`src/rtl/pgw_pkg.sv`:
```
package pgw_pkg;
    localparam int ADDR_W      = 32;
    localparam int L1_IDX_LSB  = 20;
    localparam int L2_IDX_LSB  = 12;
    localparam int LARGE_SHIFT = 16;
    localparam int L2_BASE_LSB = 10;
    localparam int L1_IDX_W    = ADDR_W - L1_IDX_LSB;
    localparam int L2_IDX_W    = L1_IDX_LSB - L2_IDX_LSB;

    typedef enum logic [1:0] {
        SZ_NONE = 2'd0,
        SZ_4K   = 2'd1,
        SZ_64K  = 2'd2,
        SZ_1M   = 2'd3
    } pg_size_e;

    typedef enum logic [1:0] {
        L1K_FAULT = 2'd0,
        L1K_TABLE = 2'd1,
        L1K_SECT  = 2'd2
    } l1_kind_e;
endpackage

```
`src/rtl/pgw_l1_decode.sv`:
```
module pgw_l1_decode
    import pgw_pkg::*;
(
    input  logic [ADDR_W-1:0] entry,
    input  logic [ADDR_W-1:0] iova,
    output l1_kind_e          kind,
    output logic [ADDR_W-1:0] sect_pa,
    output logic [ADDR_W-1:0] l2_addr
);
    logic unused_bits;
    assign unused_bits = ^{entry[L2_BASE_LSB-1:2], iova[L2_IDX_LSB-1:0]};

    always_comb begin
        unique case (entry[1:0])
            2'd1:    kind = L1K_TABLE;
            2'd2:    kind = L1K_SECT;
            default: kind = L1K_FAULT;
        endcase
    end

    assign sect_pa = {entry[ADDR_W-1:L1_IDX_LSB], iova[L1_IDX_LSB-1:0]};
    assign l2_addr = {entry[ADDR_W-1:L2_BASE_LSB], iova[L1_IDX_LSB-1:L2_IDX_LSB], 2'b00};
endmodule

```
`src/rtl/pgw_l2_decode.sv`:
```
module pgw_l2_decode
    import pgw_pkg::*;
(
    input  logic [ADDR_W-1:0] entry,
    input  logic [ADDR_W-1:0] iova,
    output pg_size_e          size,
    output logic [ADDR_W-1:0] pa
);
    logic unused_bits;
    assign unused_bits = ^{entry[L2_IDX_LSB-1:2], iova[ADDR_W-1:LARGE_SHIFT]};

    always_comb begin
        size = SZ_NONE;
        pa   = '0;
        if (entry[1]) begin
            size = SZ_4K;
            pa   = {entry[ADDR_W-1:L2_IDX_LSB], iova[L2_IDX_LSB-1:0]};
        end else if (entry[0]) begin
            size = SZ_64K;
            pa   = {entry[ADDR_W-1:LARGE_SHIFT], iova[LARGE_SHIFT-1:0]};
        end
    end
endmodule

```
`src/rtl/iova_table_walker.sv`:
```
module iova_table_walker
    import pgw_pkg::*;
(
    input  logic              clk,
    input  logic              rst_n,
    input  logic              req_valid,
    output logic              req_ready,
    input  logic [ADDR_W-1:0] req_iova,
    input  logic [ADDR_W-1:0] req_base,
    output logic              mem_req_valid,
    input  logic              mem_req_ready,
    output logic [ADDR_W-1:0] mem_req_addr,
    input  logic              mem_rsp_valid,
    input  logic [ADDR_W-1:0] mem_rsp_data,
    output logic              rsp_valid,
    input  logic              rsp_ready,
    output logic              rsp_fault,
    output logic [1:0]        rsp_size,
    output logic [ADDR_W-1:0] rsp_iova,
    output logic [ADDR_W-1:0] rsp_pa
);
    typedef enum logic [2:0] {
        ST_IDLE, ST_L1_ISSUE, ST_L1_WAIT, ST_L2_ISSUE, ST_L2_WAIT, ST_REPLY
    } walk_st_e;

    walk_st_e          state, state_n;
    logic [ADDR_W-1:0] iova_q, base_q, l2_addr_q, pa_q;
    pg_size_e          size_q;
    logic              fault_q;
    logic [ADDR_W-1:0] l1_addr;

    l1_kind_e          l1_kind;
    logic [ADDR_W-1:0] l1_sect_pa, l1_next;
    pg_size_e          l2_size;
    logic [ADDR_W-1:0] l2_pa;

    pgw_l1_decode u_l1 (
        .entry(mem_rsp_data), .iova(iova_q),
        .kind(l1_kind), .sect_pa(l1_sect_pa), .l2_addr(l1_next)
    );

    pgw_l2_decode u_l2 (
        .entry(mem_rsp_data), .iova(iova_q),
        .size(l2_size), .pa(l2_pa)
    );

    assign l1_addr = base_q + {{(ADDR_W-L1_IDX_W-2){1'b0}}, iova_q[ADDR_W-1:L1_IDX_LSB], 2'b00};

    // next state
    always_comb begin
        state_n = state;
        unique case (state)
            ST_IDLE:     if (req_valid) state_n = ST_L1_ISSUE;
            ST_L1_ISSUE: if (mem_req_ready) state_n = ST_L1_WAIT;
            ST_L1_WAIT:  if (mem_rsp_valid)
                             state_n = (l1_kind == L1K_TABLE) ? ST_L2_ISSUE : ST_REPLY;
            ST_L2_ISSUE: if (mem_req_ready) state_n = ST_L2_WAIT;
            ST_L2_WAIT:  if (mem_rsp_valid) state_n = ST_REPLY;
            ST_REPLY:    if (rsp_ready) state_n = ST_IDLE;
            default:     state_n = ST_IDLE;
        endcase
    end

    // state register
    always_ff @(posedge clk) begin
        if (!rst_n) state <= ST_IDLE;
        else        state <= state_n;
    end

    // captured walk data and result
    always_ff @(posedge clk) begin
        if (!rst_n) begin
            iova_q    <= '0;
            base_q    <= '0;
            l2_addr_q <= '0;
            pa_q      <= '0;
            size_q    <= SZ_NONE;
            fault_q   <= 1'b0;
        end else begin
            unique case (state)
                ST_IDLE: if (req_valid) begin
                    iova_q <= req_iova;
                    base_q <= req_base;
                end
                ST_L1_WAIT: if (mem_rsp_valid) begin
                    unique case (l1_kind)
                        L1K_SECT: begin
                            pa_q <= l1_sect_pa; size_q <= SZ_1M; fault_q <= 1'b0;
                        end
                        L1K_TABLE: l2_addr_q <= l1_next;
                        default: begin
                            pa_q <= '0; size_q <= SZ_NONE; fault_q <= 1'b1;
                        end
                    endcase
                end
                ST_L2_WAIT: if (mem_rsp_valid) begin
                    pa_q    <= l2_pa;
                    size_q  <= l2_size;
                    fault_q <= (l2_size == SZ_NONE);
                end
                default: ;
            endcase
        end
    end

    // outputs
    always_comb begin
        req_ready     = (state == ST_IDLE);
        mem_req_valid = (state == ST_L1_ISSUE) || (state == ST_L2_ISSUE);
        mem_req_addr  = (state == ST_L2_ISSUE) ? l2_addr_q : l1_addr;
        rsp_valid     = (state == ST_REPLY);
        rsp_fault     = fault_q;
        rsp_size      = size_q;
        rsp_iova      = iova_q;
        rsp_pa        = pa_q;
    end

    // checks
    a_r1_idle_outputs: assert property (@(posedge clk) disable iff (!rst_n)
        req_ready |-> (!mem_req_valid && !rsp_valid));

    a_r9_busy_until_taken: assert property (@(posedge clk) disable iff (!rst_n)
        (req_valid && req_ready) |=> !req_ready);

    a_r9_rsp_hold: assert property (@(posedge clk) disable iff (!rst_n)
        (rsp_valid && !rsp_ready) |=>
            (rsp_valid && $stable(rsp_pa) && $stable(rsp_size) &&
             $stable(rsp_fault) && $stable(rsp_iova)));

    a_r10_read_hold: assert property (@(posedge clk) disable iff (!rst_n)
        (mem_req_valid && !mem_req_ready) |=> (mem_req_valid && $stable(mem_req_addr)));

    a_r10_single_read: assert property (@(posedge clk) disable iff (!rst_n)
        (mem_req_valid && mem_req_ready) |=> !mem_req_valid);

    a_r5_fault_zero: assert property (@(posedge clk) disable iff (!rst_n)
        (rsp_valid && rsp_fault) |-> (rsp_pa == '0 && rsp_size == 2'd0));

    a_r3_size_nonzero: assert property (@(posedge clk) disable iff (!rst_n)
        (rsp_valid && !rsp_fault) |-> (rsp_size != 2'd0));

    a_r4_l2_index: assert property (@(posedge clk) disable iff (!rst_n)
        (state == ST_L2_ISSUE) |->
            (mem_req_addr[1:0] == 2'b00 &&
             mem_req_addr[L2_BASE_LSB-1:2] == rsp_iova[L1_IDX_LSB-1:L2_IDX_LSB]));
endmodule

```
`config.mk`:
```
export PLATFORM = sky130hd
export DESIGN_NAME = iova_table_walker
export DESIGN_NICKNAME = d
export VERILOG_FILES = /design/src/rtl/pgw_pkg.sv /design/src/rtl/pgw_l1_decode.sv /design/src/rtl/pgw_l2_decode.sv /design/src/rtl/iova_table_walker.sv
export SDC_FILE = /design/constraint.sdc
export NUM_CORES = 1
export LEC_CHECK = 0
export BUFFER_PORTS_ARGS = -buffer_cell sky130_fd_sc_hd__buf_4
export CORE_ASPECT_RATIO = 1.4
export CORE_MARGIN = 1
export CORE_UTILIZATION = 45
export CTS_CLUSTER_SIZE = 25
export DETAILED_ROUTE_END_ITERATION = 6
export PLACE_DENSITY = 0.7
export SYNTH_ARGS = -nofsm -noshare
export SYNTH_HDL_FRONTEND = slang
export SYNTH_HIERARCHICAL = 1
export SYNTH_SLANG_ARGS = --single-unit
```
`constraint.sdc`:
```
create_clock -name clk -period 7.3 [get_ports clk]
set_clock_uncertainty 0.05 [all_clocks]
set_input_delay 1.095 -clock clk [delete_from_list [all_inputs] [get_ports clk]]
set_output_delay 1.095 -clock clk [all_outputs]
set_load 0.01 [all_outputs]
```
### Word-level counts from Yosys, hierarchy flattened

Index checks and enable logic that the tools add are counted.

* divide/modulo/power cells: 0
* shifts and indexed selects: 0
* multipliers: 0
* $add $sub $neg: 1
* order comparisons: 0
* bitwise operators: 0
* reductions and logical operators: 8
* mux-type cells: 26
* equality and inequality tests: 16

Operators with widths (count)
* $mux 32: 5
* $pmux 32 s2: 2
* $add 32x14->32: 1
* $mux 3: 7
* $pmux 3 s6: 1
* $ne 2x2->1 const B: 6
* $pmux 2 s2: 3
* $mux 2: 4
* $eq 3x2->1 const B: 2
* $eq 3x3->1 const B: 2
* $reduce_and 6->1: 1
* $eq 2x1->1 const B: 2
* $eq 2x2->1 const B: 2
* $pmux 1 s2: 2
* $reduce_and 4->1: 1
* $eq 3x1->1 const B: 1
* $logic_not 3->1: 1
* $reduce_and 3->1: 1
* $logic_not 2->1: 1
* $mux 1: 2
* $ne 2x1->1 const B: 1
* $reduce_and 2->1: 1
* $reduce_bool 2->1: 1
* $logic_or 1x1->1: 1

* latch bits: 0
* ROM bits: 0
* bits in writable memories: 0
* output and inout port bits: 102
* register bits after elaboration: 132
* memories: 0

### Longest topological paths before layout

Gate-level depths: netlist (run 1).

* word-level depth: 6
* gate-level depth with buffers: 9
* gate-level depth less buffers: 8

### Hierarchy

Netlist (run 1), hierarchy kept.

Modules (own cells, without submodules)
* iova_table_walker: area an instance 6691.4 um^2, cells each 838, times used 1
* pgw_l1_decode: area an instance 499.2 um^2, cells each 67, times used 1
* pgw_l2_decode: area an instance 291.5 um^2, cells each 37, times used 1

### Worst setup path before layout (run 1)

Ideal clock, no wire load.

* path kind: flip-flop to output port
* start: reg iova_q[20] (netlist: rsp_iova[20])
* end: out mem_req_addr[20]
* arrival: 2.383 ns
* path buffers: 0
* slack: 3.772 ns
* stages on the path, launching flop included: 9
* data required time: 6.155 ns
* cells stage by stage: dfxtp_1 -> ha_1 -> fa_1 -> a21oi_1 -> o211ai_1 -> a2111oi_4 -> nor4_1 -> xnor2_1 -> o21ai_0

* cells in the longest elaborated chain, start to end: 2

Ends and longest elaborated chain
* start, declared: line iova_table_walker.sv:27 `logic [ADDR_W-1:0] iova_q, base_q, l2_addr_q, pa_q;`
* start signal, assigned: line iova_table_walker.sv:82 `iova_q <= req_iova;`
* $add 32x14->32: line iova_table_walker.sv:47 `assign l1_addr = base_q + {{(ADDR_W-L1_IDX_W-2){1'b0}}, iova_q[ADDR_W-1:L1_IDX_LSB], 2'b00};`
* $mux 32: line iova_table_walker.sv:110 `mem_req_addr = (state == ST_L2_ISSUE) ? l2_addr_q : l1_addr;`
* end, declared: line iova_table_walker.sv:12 `output logic [ADDR_W-1:0] mem_req_addr,`

Every way passes these cells.

### Final worst setup path (run 1)

* start: reg iova_q[20] (netlist: rsp_iova[20])
* end: out mem_req_addr[28]

The elaborated chain is that of the path after synthesis.

==> results_dict.tcl, run 1 <==
set metrics [dict create \
    yosysWarnings 6 \
    synthSimpleGateAreaFrac 0.2329 \
    numPlacedInstances 1211 \
    sw_frac_of_total 0.3153 \
    async_reset_ff_frac 0 \
    hold_buffers 0 \
    combPwrFrac 0.255 \
    worst_ir_drop_vdd_mv 0.1401 \
    stdcell_area_um2 9046 \
    cts_resized 0 \
    finalCritPeriodShare 0.6033 \
    numCtsBuffers 17 \
    critPathCaptureType "output pin" \
    violations "DRC" \
    min_path_type "register to register" \
    synthCells 942 \
    fin_hold_ws_ps 416.1 \
    dpl_cell_area_um2 8458 \
    fill_cells 1569 \
    layout_common_cells "268 x nand2_1, 202 x buf_4, 134 x dfxtp_1, 98 x a21boi_0, 35 x o211a_1" \
    clock_latency_ps 420 \
    yosys.cell_types.count 63 \
    rsz0062_at_grt "no" \
    maxCapViolCount 0 \
    r2r_slack_ps 5010 \
    drv_slew 0 \
    wl_um 19460 \
    max_freq_ghz 0.2271 \
    antennaDiodeCount 0 \
    dr.pass1.iters 7 \
    required_ps 6150 \
    drc 18 \
    final_common_cell "nand2_1" \
    grt_use_total 0.2338 \
    post-cts-setup-buffers 0 \
    die_w_um 111.0 \
    root_buffer "clkbuf_16" \
    die_h_um 154.6 \
    dieArea_um2 17150 \
    ys_seq_area_frac 0.3585 \
    drive_above_1_share 0.2500 \
    syn-cell-area_um2 7482 \
    area_growth_pct 20.90 \
    critical_path.max_fanout 9 \
    start_kind "register" \
    cts_sinks 134 \
    max_slew.worst_pin.slew_ps 1147 \
    antenna_found_initial 0 \
    num_vias 6548 \
    synth_xor_xnor_area_share 0.02224 \
    hold_violations 0 \
    io_buffers 195 \
    finalSetupViolCount 0 \
    start_util 0.4607 \
    first_global_vias 6372 \
    synthMuxAreaShare 0 \
    cp.arrival_ps 3260 \
    via_per_inst 5.268 \
    switching_power_uw 734.4 \
    synth_top_flop_cell "dfxtp_1" \
    relSlewSlack 0.2356 \
    synth_seq_cells 134 \
    fin_crit_ps 4404 \
    row_count 55 \
    place_congestion 0.8356 \
    clkPwrFrac 0.366 \
    grt_overflow_total 0 \
    clkTransAtPathRegs_ps 60 \
    cts.path.max_buffers 2 \
    h-tree-depth 4 \
    grt_pass1_wl_um 31680 \
    p_per_area_nw_per_um2 257.5 \
    fp.coreArea_um2 16240 \
    status "finished, violations left" \
    cts_tree "yes" \
    nets 1146 \
    synth_edf_count 0 \
    drtIter0Drc 369 \
    p_leak_uw 0.004067 \
    synth_top_family_by_area "compound AO/OA/AOI/OAI gates" \
    io_pins 204 \
    synth-compound-area-share 0.2518 \
    routedWlPerCell_um 15.66 \
    setup_tns_ps 0 \
    grt_max_degree 103 \
    postRouteAntennaNets 0 \
    p_int_uw 1595 \
    syn_area_per_cell_um2 7.943 \
    seqPwrFrac 0.379 \
    synth_adder_area_share 0.02274 \
    final_cells 1243 \
    critPathKind "register to output pin" \
    dp_hpwl_um 13490 \
]
-- cell families after synthesis --
logic type                 after synthesis
AOI/OAI and AO/OA                      249
DFF                                    134
adders and majority gates               13
buffers and inverters                  139
and+or+nand+nor                        387
xor gates and xnor gates                19
other                                    1
-- per-stage QoR --
| stage | total power (µW) | setup slack, ps | utilization |
|---|---|---|---|
| detailed placement | 1492 | 3381 | 0.5208 |
| finish | 2330 | 2896 | 0.5570 |
| floorplan | 1268 | 3772 | - |
| global route | 2450 | 2688 | 0.5570 |
| global placement | 1486 | 3372 | 0.5208 |
| CTS | 2355 | 2908 | 0.5570 |
-- routing by layer --
metal	up-vias	global-route usage	part of all wire
met5	-	0	0
met4	0	0.09393	0.023
met3	32	0.06505	0.057
met2	179	0.4058	0.49
met1	3009	0.2708	0.43
li1	3328	-	-
-- critical path: stages, from the launching register on --
cell and delay, ps:
dfxtp_1 330, ha_1 240, fa_1 410, a21oi_1 250
o211ai_1 230, a2111oi_4 670, nor3_1 160, xnor2_1 170
a21oi_1 220, buf_4 170
-- Yosys cell counts (3+ instances only) --
cell      count  area, µm²
nor2b_1      18      112.6
nand2_1     269       1010
ha_1         12      150.1
nor3_1        9      45.04
a22o_1        4      35.03
nor2_1       24      90.09
a31oi_1       6      37.54
and2_1        4      25.02
and3_1        3      18.77
clkbuf_8      4      55.05
and2b_1       5      37.54
a21boi_0     98      735.7
nand4_1       6      37.54
buf_1         5      18.77
xor2_1        6      52.55
buf_4        65      488.0
a21o_1        4      30.03
dfxtp_1     134       2683
buf_2         9      45.04
nand2b_1      3      18.77
nand3_1      10      50.05
or3_1         5      31.28
nor2b_2      14      122.6
xnor2_1      13      113.9
clkbuf_1     47      176.4
o21ai_0      22      110.1
inv_1         6      22.52
a21oi_1      24      120.1
a22oi_1      32      240.2
nor4_1        3      18.77
o211a_1      35      350.3
-- path summary, 6_finish.rpt --
kind / end / depth (start not counted) / from
setup / recovery: mem_req_addr[28] / 9 / rsp_iova[20]
hold / removal: l2_addr_q[16] / 2 / l2_addr_q[16]
setup reg to reg: base_q[30] / 5 / state[2]
hold reg to reg: l2_addr_q[16] / 2 / l2_addr_q[16]
-- sequential cells by signal, summed over array words and instances (netlist names) --
| register | flops |
|---|---|
| rsp_fault | 1 |
| base_q | 32 |
| l2_addr_q | 32 |
| rsp_iova | 32 |
| state | 3 |
| rsp_pa | 32 |
| rsp_size | 2 |
-- power groups by stage --
stage	logic (µW)	registers, µW	clock network [µW]
2_1_floorplan	377	891	0
6_report	595	882	853
3_3_place_gp	591	895	0
3_5_place_dp	595	897	0
4_1_cts	599	882	873
5_1_grt	656	894	900
-- final cells by class --
cell class	count	area (µm²)	share of cell area
clock buffers	18	439.2	0.04855
clock inverters	14	148.9	0.01646
inverters	6	22.52	0.002490
multi-input cells	670	3988	0.4408
flip-flops and latches	134	2683	0.2965
well taps	199	249.0	0.02752
repair buffers	202	1516	0.1676
(Power assumes the default switching activity.)
==> inputs of run 2 (changes only) <==
==> constraint.sdc (replaced) <==
create_clock -name clk -period 4.1 [get_ports clk]
set_clock_uncertainty 0.05 [all_clocks]
set_input_delay 0.615 -clock clk [delete_from_list [all_inputs] [get_ports clk]]
set_output_delay 0.615 -clock clk [all_outputs]
set_load 0.01 [all_outputs]
==> run 2 against run 1 <==
Compared with the run above:
- the flow still finishes with violations (DRC)
- sequential power is 78% higher
- core utilization is 0.062 points higher
- register-to-register slack worse by 3300 ps
- via count is 0.21% lower
- largest power group unchanged
- final area is 0.11% higher
- global-route usage is 0.41 points lower
- critical path depth stayed put
- wire length is 0.33% higher
- flip-flop and latch count stayed put
- combinational power is 78% higher
- largest cell class unchanged
==> results_dict.tcl, run 2 (synthesis gave the netlist of run 1 again) <==
set metrics [dict create \
    status "finished, violations left" \
    dieArea_um2 17150 \
    sw_frac_of_total 0.3185 \
    routedWlPerCell_um 15.67 \
    post-cts-setup-buffers 0 \
    required_ps 3430 \
    fp.coreArea_um2 16240 \
    clock_latency_ps 420 \
    critPathCaptureType "output pin" \
    row_count 55 \
    switching_power_uw 1308 \
    nets 1149 \
    fin_crit_ps 3889 \
    h-tree-depth 4 \
    grt_max_degree 71 \
    clkTransAtPathRegs_ps 60 \
    numCtsBuffers 17 \
    start_kind "register" \
    cts_sinks 134 \
    grt_use_total 0.2297 \
    die_w_um 111.0 \
    setup_tns_ps 0 \
    cts_tree "yes" \
    critPathKind "register to output pin" \
    hold_violations 0 \
    dr.pass1.iters 7 \
    drv_slew 0 \
    power_uw 4107 \
    seqPwrFrac 0.382 \
    postRouteAntennaNets 0 \
    hold_buffers 0 \
    numPlacedInstances 1214 \
    start_util 0.4607 \
    die_h_um 154.6 \
    p_leak_uw 0.004076 \
    rsz0062_at_grt "no" \
    num_vias 6534 \
    worst_ir_drop_vdd_mv 0.3141 \
    finalSetupViolCount 0 \
    grt_overflow_total 0 \
    final_common_cell "nand2_1" \
    via_per_inst 5.244 \
    cts_resized 0 \
    antenna_found_initial 0 \
    stdcell_area_um2 9056 \
    max_slew.worst_pin.slew_ps 1011 \
    p_int_uw 2799 \
    root_buffer "clkbuf_16" \
    critical_path.max_fanout 9 \
    dpl_cell_area_um2 8481 \
    layout_common_cells "268 x nand2_1, 205 x buf_4, 134 x dfxtp_1, 98 x a21boi_0, 35 x o211a_1" \
    wl_um 19530 \
    maxCapViolCount 0 \
    io_buffers 195 \
    drive_above_1_share 0.2521 \
    io_pins 204 \
    first_global_vias 6198 \
    drtIter0Drc 383 \
    p_per_area_nw_per_um2 453.5 \
    min_path_type "input pin to register" \
    relSlewSlack 0.3243 \
    final_cells 1246 \
    place_congestion 0.8257 \
    dp_hpwl_um 13900 \
    area_growth_pct 21.04 \
    violations "DRC" \
    drc 18 \
    grt_pass1_wl_um 31380 \
    clkPwrFrac 0.359 \
    max_freq_ghz 0.2571 \
    finalCritPeriodShare 0.9486 \
    antennaDiodeCount 0 \
    combPwrFrac 0.259 \
    cp.arrival_ps 3220 \
    cts.path.max_buffers 2 \
    fin_hold_ws_ps 400.0 \
]
[run 2: final timing paths]
check | start | to | slack (ps) | cells past startpoint
max reg2reg | state[2] | rsp_iova[21] | 1750 | 5
max | rsp_iova[20] | mem_req_addr[28] | 210 | 9
min | req_iova[2] | rsp_iova[2] | 400 | 3
min reg2reg | l2_addr_q[22] | l2_addr_q[22] | 410 | 2
[run 2: metal layers]
layer / vias to the layer above / part of all wire / track usage
li1: 3333 / - / -
met4: 0 / 0.026 / 0.09850
met3: 29 / 0.058 / 0.05878
met1: 2983 / 0.43 / 0.2722
met2: 189 / 0.49 / 0.3923
met5: - / 0 / 0
[run 2: metrics by stage]
step                      utilization  setup WS (ps)
final                          0.5576          210.9
after floorplan                     -           1052
after global routing           0.5576          19.61
after CTS                      0.5576          213.4
after detailed placement       0.5222          695.1
after global placement         0.5222          687.7
[run 2: critical path, stage by stage, from the launching register on]
cell and delay (ps):
dfxtp_1 330, ha_1 230, fa_1 410, a21oi_1 250
o211ai_1 230, a2111oi_4 640, nor3_1 150, xnor2_1 240
a21oi_1 120, buf_4 210
[run 2: layout make-up]
type	instances	area, µm²
Clock buffer	19	452.9
Clock inverter	13	122.6
Fill cell	1575	7184
Inverter	6	22.52
Multi-Input combinational cell	670	3988
Sequential cell	134	2683
Tap cell	199	249.0
Timing Repair Buffer	205	1539
[run 2: power groups by stage]
stage / Clock, µW / Combinational [µW] / Sequential (µW)
3_3_place_gp: 0 / 1060 / 1590
3_5_place_dp: 0 / 1070 / 1600
4_1_cts: 1510 / 1070 / 1570
6_report: 1470 / 1060 / 1570
5_1_grt: 1570 / 1170 / 1590
2_1_floorplan: 0 / 671 / 1590
